==> src/rtl/la_cmd_pkg.sv <==
package la_cmd_pkg;

    localparam logic [7:0] OP_RESET     = 8'h00;
    localparam logic [7:0] OP_RUN       = 8'h01;
    localparam logic [7:0] OP_IDENT     = 8'h02;
    localparam logic [7:0] OP_DIVIDER   = 8'h80;
    localparam logic [7:0] OP_CAPTURE   = 8'h81;
    localparam logic [7:0] OP_FLAGS     = 8'h82;

    localparam int REPLY_LEN = 4;

    typedef enum logic [0:0] {
        ST_IDLE    = 1'b0,
        ST_PAYLOAD = 1'b1
    } parse_state_t;

    typedef enum logic [0:0] {
        ST_QUIET = 1'b0,
        ST_SEND  = 1'b1
    } reply_state_t;

    function automatic logic [7:0] ident_byte(input logic [1:0] idx);
        case (idx)
            2'd0:    return 8'h31;
            2'd1:    return 8'h53;
            2'd2:    return 8'h4C;
            default: return 8'h4F;
        endcase
    endfunction

endpackage

==> src/rtl/la_cmd_parser.sv <==
module la_cmd_parser
    import la_cmd_pkg::*;
#(
    parameter int WORD_W = 32
) (
    input  logic              clk,
    input  logic              rst_n,
    input  logic              rx_valid,
    input  logic [7:0]        rx_data,
    output logic              rst_pulse,
    output logic              run_pulse,
    output logic              ident_pulse,
    output logic              wr_en,
    output logic [7:0]        wr_addr,
    output logic [WORD_W-1:0] wr_data
);

    localparam int NBYTES = WORD_W / 8;
    localparam int CNT_W  = (NBYTES > 1) ? $clog2(NBYTES) : 1;
    localparam logic [CNT_W-1:0] LAST_IDX = CNT_W'(NBYTES - 1);

    parse_state_t      state;
    logic [CNT_W-1:0]  byte_cnt;
    logic [7:0]        opcode_q;
    logic [WORD_W-1:0] shift_q;
    logic [WORD_W-1:0] shift_next;
    logic              last_byte;

    assign shift_next = {rx_data, shift_q[WORD_W-1:8]};
    assign last_byte  = (byte_cnt == LAST_IDX);

    // State register and datapath
    always_ff @(posedge clk or negedge rst_n) begin
        if (!rst_n) begin
            state    <= ST_IDLE;
            byte_cnt <= '0;
            opcode_q <= '0;
            shift_q  <= '0;
        end else if (rx_valid) begin
            unique case (state)
                ST_IDLE: begin
                    if (rx_data[7]) begin
                        state    <= ST_PAYLOAD;
                        opcode_q <= rx_data;
                        byte_cnt <= '0;
                    end
                end
                ST_PAYLOAD: begin
                    shift_q <= shift_next;
                    if (last_byte) begin
                        state    <= ST_IDLE;
                        byte_cnt <= '0;
                    end else begin
                        byte_cnt <= byte_cnt + 1'b1;
                    end
                end
            endcase
        end
    end

    // Registered command outputs
    always_ff @(posedge clk or negedge rst_n) begin
        if (!rst_n) begin
            rst_pulse   <= 1'b0;
            run_pulse   <= 1'b0;
            ident_pulse <= 1'b0;
            wr_en       <= 1'b0;
            wr_addr     <= '0;
            wr_data     <= '0;
        end else begin
            rst_pulse   <= 1'b0;
            run_pulse   <= 1'b0;
            ident_pulse <= 1'b0;
            wr_en       <= 1'b0;
            if (rx_valid) begin
                unique case (state)
                    ST_IDLE: begin
                        rst_pulse   <= (rx_data == OP_RESET);
                        run_pulse   <= (rx_data == OP_RUN);
                        ident_pulse <= (rx_data == OP_IDENT);
                    end
                    ST_PAYLOAD: begin
                        if (last_byte) begin
                            wr_en   <= 1'b1;
                            wr_addr <= opcode_q;
                            wr_data <= shift_next;
                        end
                    end
                endcase
            end
        end
    end

endmodule

==> src/rtl/la_cmd_regs.sv <==
module la_cmd_regs
    import la_cmd_pkg::*;
#(
    parameter int NSTAGE = 4,
    parameter int WORD_W = 32
) (
    input  logic                     clk,
    input  logic                     rst_n,
    input  logic                     clr,
    input  logic                     wr_en,
    input  logic [7:0]               wr_addr,
    input  logic [WORD_W-1:0]        wr_data,
    output logic [WORD_W-1:0]        divider,
    output logic [WORD_W-1:0]        flags,
    output logic [WORD_W/2-1:0]      read_cnt_m1,
    output logic [WORD_W/2-1:0]      delay_cnt_m1,
    output logic [NSTAGE*WORD_W-1:0] trig_mask,
    output logic [NSTAGE*WORD_W-1:0] trig_value,
    output logic [NSTAGE*WORD_W-1:0] trig_cfg
);

    localparam int HALF_W = WORD_W / 2;
    localparam int STG_W  = 4;

    logic [WORD_W-1:0] div_q, flg_q, cap_q;
    logic [WORD_W-1:0] mask_q  [NSTAGE];
    logic [WORD_W-1:0] value_q [NSTAGE];
    logic [WORD_W-1:0] cfg_q   [NSTAGE];

    logic             is_trig;
    logic [STG_W-1:0] stage_sel;
    logic [1:0]       field_sel;

    assign is_trig   = (wr_addr[7:6] == 2'b11);
    assign stage_sel = wr_addr[5:2];
    assign field_sel = wr_addr[1:0];

    always_ff @(posedge clk or negedge rst_n) begin
        if (!rst_n) begin
            div_q <= '0;
            flg_q <= '0;
            cap_q <= '0;
            for (int s = 0; s < NSTAGE; s++) begin
                mask_q[s]  <= '0;
                value_q[s] <= '0;
                cfg_q[s]   <= '0;
            end
        end else if (clr) begin
            div_q <= '0;
            flg_q <= '0;
            cap_q <= '0;
            for (int s = 0; s < NSTAGE; s++) begin
                mask_q[s]  <= '0;
                value_q[s] <= '0;
                cfg_q[s]   <= '0;
            end
        end else if (wr_en) begin
            if (wr_addr == OP_DIVIDER) div_q <= wr_data;
            if (wr_addr == OP_CAPTURE) cap_q <= wr_data;
            if (wr_addr == OP_FLAGS)   flg_q <= wr_data;
            for (int s = 0; s < NSTAGE; s++) begin
                if (is_trig && stage_sel == STG_W'(s)) begin
                    if (field_sel == 2'd0) mask_q[s]  <= wr_data;
                    if (field_sel == 2'd1) value_q[s] <= wr_data;
                    if (field_sel == 2'd2) cfg_q[s]   <= wr_data;
                end
            end
        end
    end

    assign divider      = div_q;
    assign flags        = flg_q;
    assign read_cnt_m1  = cap_q[WORD_W-1:HALF_W];
    assign delay_cnt_m1 = cap_q[HALF_W-1:0];

    for (genvar g = 0; g < NSTAGE; g++) begin : g_stage
        assign trig_mask [g*WORD_W +: WORD_W] = mask_q[g];
        assign trig_value[g*WORD_W +: WORD_W] = value_q[g];
        assign trig_cfg  [g*WORD_W +: WORD_W] = cfg_q[g];
    end

endmodule

==> src/rtl/la_cmd_reply.sv <==
module la_cmd_reply
    import la_cmd_pkg::*;
(
    input  logic       clk,
    input  logic       rst_n,
    input  logic       start,
    input  logic       abort,
    input  logic       tx_ready,
    output logic       tx_valid,
    output logic [7:0] tx_data
);

    reply_state_t state;
    logic [1:0]   idx;
    logic         accept;

    assign accept = (state == ST_SEND) && tx_ready;

    // State register
    always_ff @(posedge clk or negedge rst_n) begin
        if (!rst_n) begin
            state <= ST_QUIET;
            idx   <= '0;
        end else if (abort) begin
            state <= ST_QUIET;
            idx   <= '0;
        end else begin
            unique case (state)
                ST_QUIET: begin
                    if (start) begin
                        state <= ST_SEND;
                        idx   <= '0;
                    end
                end
                ST_SEND: begin
                    if (accept) begin
                        if (idx == 2'(REPLY_LEN - 1)) begin
                            state <= ST_QUIET;
                            idx   <= '0;
                        end else begin
                            idx <= idx + 1'b1;
                        end
                    end
                end
            endcase
        end
    end

    // Outputs
    always_comb begin
        tx_valid = (state == ST_SEND);
        tx_data  = ident_byte(idx);
    end

endmodule

==> src/rtl/la_cmd_decoder.sv <==
module la_cmd_decoder
    import la_cmd_pkg::*;
#(
    parameter int NSTAGE = 4,
    parameter int WORD_W = 32
) (
    input  logic                     clk,
    input  logic                     rst_n,
    input  logic                     rx_valid,
    input  logic [7:0]               rx_data,
    input  logic                     tx_ready,
    output logic                     tx_valid,
    output logic [7:0]               tx_data,
    output logic                     rst_strobe,
    output logic                     run_strobe,
    output logic [WORD_W-1:0]        divider,
    output logic [WORD_W-1:0]        flags,
    output logic [WORD_W/2-1:0]      read_cnt_m1,
    output logic [WORD_W/2-1:0]      delay_cnt_m1,
    output logic [NSTAGE*WORD_W-1:0] trig_mask,
    output logic [NSTAGE*WORD_W-1:0] trig_value,
    output logic [NSTAGE*WORD_W-1:0] trig_cfg
);

    logic              ident_pulse;
    logic              wr_en;
    logic [7:0]        wr_addr;
    logic [WORD_W-1:0] wr_data;

    la_cmd_parser #(.WORD_W(WORD_W)) u_parser (
        .clk         (clk),
        .rst_n       (rst_n),
        .rx_valid    (rx_valid),
        .rx_data     (rx_data),
        .rst_pulse   (rst_strobe),
        .run_pulse   (run_strobe),
        .ident_pulse (ident_pulse),
        .wr_en       (wr_en),
        .wr_addr     (wr_addr),
        .wr_data     (wr_data)
    );

    la_cmd_regs #(.NSTAGE(NSTAGE), .WORD_W(WORD_W)) u_regs (
        .clk          (clk),
        .rst_n        (rst_n),
        .clr          (rst_strobe),
        .wr_en        (wr_en),
        .wr_addr      (wr_addr),
        .wr_data      (wr_data),
        .divider      (divider),
        .flags        (flags),
        .read_cnt_m1  (read_cnt_m1),
        .delay_cnt_m1 (delay_cnt_m1),
        .trig_mask    (trig_mask),
        .trig_value   (trig_value),
        .trig_cfg     (trig_cfg)
    );

    la_cmd_reply u_reply (
        .clk      (clk),
        .rst_n    (rst_n),
        .start    (ident_pulse),
        .abort    (rst_strobe),
        .tx_ready (tx_ready),
        .tx_valid (tx_valid),
        .tx_data  (tx_data)
    );

endmodule

==> config.mk <==
export PLATFORM = sky130hd
export DESIGN_NAME = la_cmd_decoder
export DESIGN_NICKNAME = d
export VERILOG_FILES = /design/src/rtl/la_cmd_pkg.sv /design/src/rtl/la_cmd_parser.sv /design/src/rtl/la_cmd_regs.sv /design/src/rtl/la_cmd_reply.sv /design/src/rtl/la_cmd_decoder.sv
export SDC_FILE = /design/constraint.sdc
export NUM_CORES = 1
export LEC_CHECK = 0
export ABC_CLOCK_PERIOD_IN_PS = 2950
export BUFFER_PORTS_ARGS = -buffer_cell sky130_fd_sc_hd__buf_2
export CAP_MARGIN = 30
export CORE_MARGIN = 1
export CORE_UTILIZATION = 50
export CTS_CLUSTER_DIAMETER = 60
export DETAILED_ROUTE_END_ITERATION = 8
export GPL_TIMING_DRIVEN = 0
export PLACE_DENSITY = 0.85
export SYNTH_ARGS = -nofsm -noshare
export SYNTH_HDL_FRONTEND = slang
export SYNTH_SLANG_ARGS = --single-unit
==> constraint.sdc <==
create_clock -name clk -period 2.95 [get_ports clk]
set_input_delay 0.59 -clock clk [delete_from_list [all_inputs] [get_ports clk]]
set_output_delay 0.59 -clock clk [all_outputs]
set_load 0.05 [all_outputs]
# Word-level counts from Yosys, hierarchy flattened
# Cells that the tools add are included.
# classes
reduce_logical,40
addsub,2
bitwise,2
muxes,56
n_eq_ne,18
# op_table
operator,count
two-way mux 128 bit,6
two-way mux 32 bit,24
AND reduction 3 bit,14
== test 8 bit (second input constant),3
nonzero test 2 bit,11
one-hot mux 7 bit (3 select lines),1
two-way mux 1 bit,15
two-way mux 2 bit,6
AND reduction 2 bit,6
== test 2 bit (second input constant),5
== test 4 x 2 -> 1 bit (second input constant),2
== test 8 x 1 -> 1 bit (second input constant),1
== test 8 x 2 -> 1 bit (second input constant),1
zero test 8 bit,1
one-hot mux 2 bit (2 select lines),2
inequality test 3 bit (second input constant),2
logical AND 1 bit,5
adder 2 x 1 -> 2 bit (second input constant),2
== test 2 x 1 -> 1 bit (second input constant),2
== test 4 x 1 -> 1 bit (second input constant),1
zero test 2 bit,2
zero test 4 bit,1
one-hot mux 1 bit (2 select lines),2
inequality test 2 bit (second input constant),1
inverter 1 bit,2
# word_totals
inputBits,12
regBits,570
wordCells,145

# Logic depth before layout (Yosys ltp)
# logic_depth
ltp_word,5
mapped_depth,7
ltp_nobuf,4

# Hierarchy
# Synthesis repeated with hierarchy kept, for this count alone.
# unflattened
cells_unflattened,2002
area_unflattened_um2,25136.6
# modules_own_cells
module,instances,area_each_um2,cells_per_inst
la_cmd_regs,1,21899.8,1798
la_cmd_parser,1,2959.1,176
la_cmd_reply,1,277.8,28

# Worst setup path after synthesis
# Ideal clock, no wire load.
# synth_path
path_type,register to output
from,register u_reply.idx[0]
to,output tx_data[4]
path_stages_with_launch,5
t_required_ns,2.360
t_arrival_ns,1.761
n_path_buf,0
path_slack_ns,0.599
cell_sequence,dfrtp_1 -> inv_1 -> ha_1 -> nor2_1 -> nor2_1
# synth_between
elab_chain_cells,2
word_cells_on_any_way,4
cone_classes,eq/ne (2); mux (1); reduce/logical (1)
# synth_rtl
element,line_no,text
from (decl),la_cmd_reply.sv:14,logic [1:0] idx;
from (signal assigned),la_cmd_reply.sv:41,idx <= idx + 1'b1;
== test 2 bit (tied with other cells),la_cmd_pkg.sv:23,case (idx)
one-hot mux 7 bit (3 select lines) (*),la_cmd_pkg.sv:23,
to (decl),la_cmd_decoder.sv:13,"output logic [7:0] tx_data,"
# Mark *: on every way between the ends. The rest lies on a longest branch, timed or not.

# Worst setup path after layout
# layout_path
from,register u_parser.wr_addr[4]
to,register u_regs.mask_q (netlist bit u_regs.trig_mask[107])
# layout_between
elab_chain_cells,4
# layout_rtl
element,line_no,text
from (decl),la_cmd_parser.sv:14,"output logic [7:0] wr_addr,"
from (signal assigned),la_cmd_parser.sv:85,wr_addr <= opcode_q;
== test 4 x 2 -> 1 bit,la_cmd_regs.sv:62,if (is_trig && stage_sel == STG_W'(s)) begin
logical AND 1 bit,la_cmd_regs.sv:62,
nonzero test 2 bit (no source line),n/a,
AND reduction 3 bit (no source line),n/a,
"to (signal, indexed assignment)",la_cmd_regs.sv:63,if (field_sel == 2'd0) mask_q[s] <= wr_data;
to (decl),la_cmd_regs.sv:26,logic [WORD_W-1:0] mask_q [NSTAGE];
# No other way between the ends.
# A chain may end at the register's enable or synchronous reset.

==> reports/qor.log <==
INFO  global_route   wire_length_of_the_first_global_routing_pass=140,000um
INFO  routing        num_vias=21,932
INFO  critical_path  timing.critical_path.slowest_cell_delay=0.74ns
INFO  synthesis      synth_seq_area_share=0.560
INFO  synthesis      synth.avg_cell_area=12.6um2
INFO  critical_path  cp_slowest_cell=sky130_fd_sc_hd__clkbuf_1
INFO  synthesis      yosys.area_share.simple=0.0366
INFO  clocking       cts_tree=built
INFO  timing         final_max_slew_viol_count=0
INFO  run_status     status=finished, final reports clean
INFO  global_route   gr-max-usage-layer=met2
INFO  die            die_w=226um
INFO  timing         timing.final.crit_period=2.86ns
INFO  timing         setup_repair_after_global_routing_missed_its_margin=no
INFO  clocking       clkLatencyLatePin=0.63ns
INFO  synthesis      netlist_cell_types=44
INFO  synthesis      synthesis.instances=1,999
INFO  global_route   groute.usage.overall=0.374
INFO  clocking       cts_max_path_buffers=3
INFO  routing        drt-initial-drc-count=2,488
INFO  die            core_area=49,300um2
INFO  synthesis      synth_fp_nets=2,018
INFO  power          cellInternalPower=15,200uW
INFO  timing         report.final.setup_viol=0
INFO  synthesis      ys_seq_elements=562
INFO  global_route   first_global_vias=21,443
INFO  timing         finClkSkew=0.0173ns
INFO  timing         final-hold-violation-count=0
INFO  global_route   use_met1=0.482
INFO  finish         area_delta_synth_final=22.7%
INFO  min_path       hp-class=primary input to flop
INFO  power          power.ir.vdd_worst=0.548mV
INFO  critical_path  critical_path_class=flop to flop
INFO  routing        drc=0
INFO  power          clock_power_share=0.261
INFO  timing         setup_total_negative_slack=0ns
INFO  timing         fin_worst_hold_slack=0.226ns
INFO  clocking       clock_sink_count=562
INFO  clocking       h-tree-depth=2
INFO  timing         fin_crit_sh=0.969
INFO  power          switching_fraction=0.433
INFO  global_route   gr-usage-met3=0.125
INFO  placed_design  dpl_cell_area=29,000um2
INFO  finish         design.final.nets=2,611
INFO  placed_design  place.gp.congestion=0.917
INFO  critical_path  critPathRequiredTime=3.51ns
INFO  synthesis      largest_family_of_logic_cells_by_synthesized_area=compound AO/OA/AOI/OAI gates
INFO  placed_design  place_hpwl=70,500um
INFO  routing        drt-wirelength-per-cell=29.4um
INFO  power          power_frac_comb=0.381
INFO  synthesis      area_share_of_fa_ha_maj_cells_after_synthesis=0.00349
INFO  global_route   met2_usage=0.549
INFO  die            start_util=0.510
INFO  timing         tightest_pin_transition=1.10ns
INFO  clocking       clock-root-buffer=sky130_fd_sc_hd__clkbuf_16
INFO  finish         layout-drive-gt1-share=0.344
INFO  routing        drt_first_pass_iters=6
INFO  die            die_h=226um
INFO  timing         worst_case_setup_margin_in_the_final_layout=0.0920ns
INFO  synthesis      ys_warn_count=0
INFO  routing        total_wire_length=97,000um
INFO  power          net-switching-power=11,600uW
INFO  timing         maxClockFrequency=350MHz
INFO  synthesis      synth.area.mux_share=0.0711
INFO  placed_design  port_buffers=500
INFO  clocking       number_of_buffers_added_by_the_clock_tree_synthesis_step=56
INFO  die            placement_rows=81
INFO  global_route   largest_net_degree_at_the_start_of_global_routing=130
INFO  critical_path  worstSetupStartpointType=flop
INFO  synthesis      synth_compound_area_frac=0.282
INFO  global_route   grt_antenna_before_repair=0
INFO  global_route   globalRouteOverflowTotal=0
INFO  critical_path  r2r_slack=0.09ns
INFO  critical_path  critPathMaxFanout=10
INFO  clocking       worst_setup_hold_path_clk_slew=0.06ns
INFO  die            floorplan.die_area=51,100um2
INFO  routing        drtAntennaViolNets=0
INFO  synthesis      synth_xor_area_frac=0
INFO  finish         design_area=30,800um2
INFO  power          totalPowerFinal=26,700uW
INFO  placed_design  preCtsSetupSlack=-0.258ns
INFO  power          power.density=868nW/um2
INFO  critical_path  crit_chain=nand4bb_1 -> buf_2 -> buf_2 -> clkbuf_1 -> clkbuf_1 -> o311a_1 -> a21o_1
INFO  power          static-leakage-power=0.0183uW
INFO  routing        vias_per_cell=6.64
INFO  timing         slew_margin_rel=0.267
INFO  critical_path  worst_ep_arrival_time=3.42ns
INFO  critical_path  timing.critical_path.to_type=flop
INFO  power          p_seq_frac=0.358
INFO  die            pin_count=503
INFO  synthesis      syn_area=25,100um2
INFO  job            max_cap_viol_count=0
logic make-up after synthesis:
group | count (synthesis)
AO/OA/AOI/OAI | 787
flip-flops | 562
buffers and inverters | 284
AND/OR/NAND/NOR | 190
multiplexers | 168
adder cells (fa/ha/maj) | 7
other | 1
registers in the layout (all words and copies together), names as in the netlist:
register	count
u_regs.trig_value	128
u_parser.rst_pulse	1
u_regs.flags	32
u_reply.tx_valid	1
u_parser.opcode_q	8
u_parser.shift_q	24
u_parser.ident_pulse	1
u_parser.byte_cnt	2
u_parser.wr_addr	8
u_parser.wr_en	1
u_parser.run_pulse	1
u_regs.trig_cfg	128
u_parser.wr_data	32
u_regs.trig_mask	128
u_parser.state	1
u_regs.divider	32
u_reply.idx	2
u_regs.cap_q	32
power by group through the flow:
stage | sequential, uW | clock [uW] | combinational (uW)
detailed placement | 9660 | 0 | 9800
floorplan | 11200 | 0 | 3890
global placement | 9600 | 0 | 8950
CTS | 9540 | 6980 | 9860
global route | 9660 | 7280 | 10400
finish | 9580 | 6980 | 10200
Yosys cell counts:
cell type	n	area [um2]
sky130_fd_sc_hd__nor2b_1	45	282
sky130_fd_sc_hd__dfrtp_1	562	14100
sky130_fd_sc_hd__o21ai_0	1	5.00
sky130_fd_sc_hd__nand4_1	1	6.26
sky130_fd_sc_hd__inv_1	6	22.5
sky130_fd_sc_hd__a21o_1	256	1920
sky130_fd_sc_hd__nand3b_4	1	20.0
sky130_fd_sc_hd__nor3_1	1	5.00
sky130_fd_sc_hd__or4b_1	1	10.0
sky130_fd_sc_hd__a32o_1	1	10.0
sky130_fd_sc_hd__nand2b_1	3	18.8
sky130_fd_sc_hd__a211oi_2	11	138
sky130_fd_sc_hd__o311ai_1	3	26.3
sky130_fd_sc_hd__a21oi_1	1	5.00
sky130_fd_sc_hd__nand2_1	116	435
sky130_fd_sc_hd__nand3_1	1	5.00
sky130_fd_sc_hd__buf_6	1	11.3
sky130_fd_sc_hd__mux2_2	81	912
sky130_fd_sc_hd__o311a_1	256	2560
sky130_fd_sc_hd__buf_1	21	78.8
sky130_fd_sc_hd__a311oi_1	1	8.76
sky130_fd_sc_hd__buf_4	2	15.0
sky130_fd_sc_hd__or2_2	3	18.8
sky130_fd_sc_hd__mux2_1	2	22.5
sky130_fd_sc_hd__a21bo_1	9	90.1
sky130_fd_sc_hd__or3b_1	1	8.76
sky130_fd_sc_hd__a32oi_1	2	17.5
sky130_fd_sc_hd__a21bo_2	119	1190
sky130_fd_sc_hd__a211oi_1	1	7.51
sky130_fd_sc_hd__o31ai_1	1	7.51
sky130_fd_sc_hd__nand3b_1	2	15.0
sky130_fd_sc_hd__clkbuf_1	187	702
sky130_fd_sc_hd__nor3b_1	2	15.0
sky130_fd_sc_hd__nor4b_1	1	8.76
sky130_fd_sc_hd__nor2_1	8	30.0
sky130_fd_sc_hd__ha_1	7	87.6
sky130_fd_sc_hd__nor4_1	1	6.26
sky130_fd_sc_hd__buf_2	67	335
sky130_fd_sc_hd__mux2i_1	85	851
sky130_fd_sc_hd__nor4b_2	1	15.0
sky130_fd_sc_hd__o311ai_0	125	1090
sky130_fd_sc_hd__nand4bb_1	1	11.3
sky130_fd_sc_hd__conb_1	1	3.75
sky130_fd_sc_hd__nand4b_1	1	8.76
layout make-up:
type	count	area, um2
Antenna cell	1	2.50
Buffer	278	1150
Clock buffer	91	1690
Clock inverter	11	81.3
Fill cell	3782	18500
Inverter	6	22.5
Multi-Input combinational cell	1153	9880
Sequential cell	562	14100
Tap cell	664	831
Timing Repair Buffer	535	3080
critical path: cells and delay by family, from the launching register on:
| family | cells | cell delay [ns] |
|---|---|---|
| flip-flops | 1 | 0.38 |
| AND/OR/NAND/NOR | 1 | 0.13 |
| buffers and inverters | 4 | 1.91 |
| AO/OA/AOI/OAI | 2 | 0.36 |
metrics by stage:
stage,std cells,util
floorplan,1999,-
global placement,3163,0.577
detailed placement,3195,0.588
CTS,3298,0.625
global route,3300,0.625
finish,3301,0.625
layout by cell type (no fill, tap or decap), drive strengths merged, types with 2 or more instances in the layout:
master	Yosys	routed
nor4b	2	2
mux2	83	83
a21o	256	256
nor3b	2	2
clkinvlp	0	3
nor2b	45	45
ha	7	7
dfrtp	562	562
or2	3	3
a21bo	128	128
inv	6	8
clkinv	0	6
clkbuf	187	279
a211oi	12	12
o311ai	128	128
mux2i	85	85
a32oi	2	2
nand3b	3	3
buf	91	624
nand2b	3	3
nor2	8	8
o311a	256	256
nand2	116	116
worst paths after layout:
| path | startpoint | to | cells after the start |
|---|---|---|---|
| max | u_parser.wr_addr[4]$_DFFE_PN0P_ | u_regs.trig_mask[107]$_DFFE_PN0P_ | 7 |
| min | tx_ready | u_reply.tx_valid$_DFF_PN0_ | 2 |
| max reg2reg | u_parser.wr_addr[4]$_DFFE_PN0P_ | u_regs.trig_mask[107]$_DFFE_PN0P_ | 7 |
| min reg2reg | u_parser.opcode_q[7]$_DFFE_PN0P_ | u_parser.opcode_q[7]$_DFFE_PN0P_ | 1 |
| max in group asynchronous | rst_n | u_regs.trig_mask[48]$_DFFE_PN0P_ | 5 |
| min in group asynchronous | rst_n | u_regs.cap_q[27]$_DFFE_PN0P_ | 2 |
repair_timing:
| item | 4_1_cts | 5_1_grt |
|---|---|---|
| endpoints found under the setup margin | 100 | 55 |
| endpoints found under the hold margin | 74 | 0 |
| hold buffers | 1 | 0 |
| buffers inserted | 0 | 0 |
| gates resized for setup | 1 | 6 |
per-layer routing:
metal  up-vias  part of all wire
met5         -                 0
met4         0             0.068
met3       389              0.11
met2      1514              0.44
met1     11163              0.38
li1       8866                 -
No activity file was read; power rests on OpenSTA's default activity.
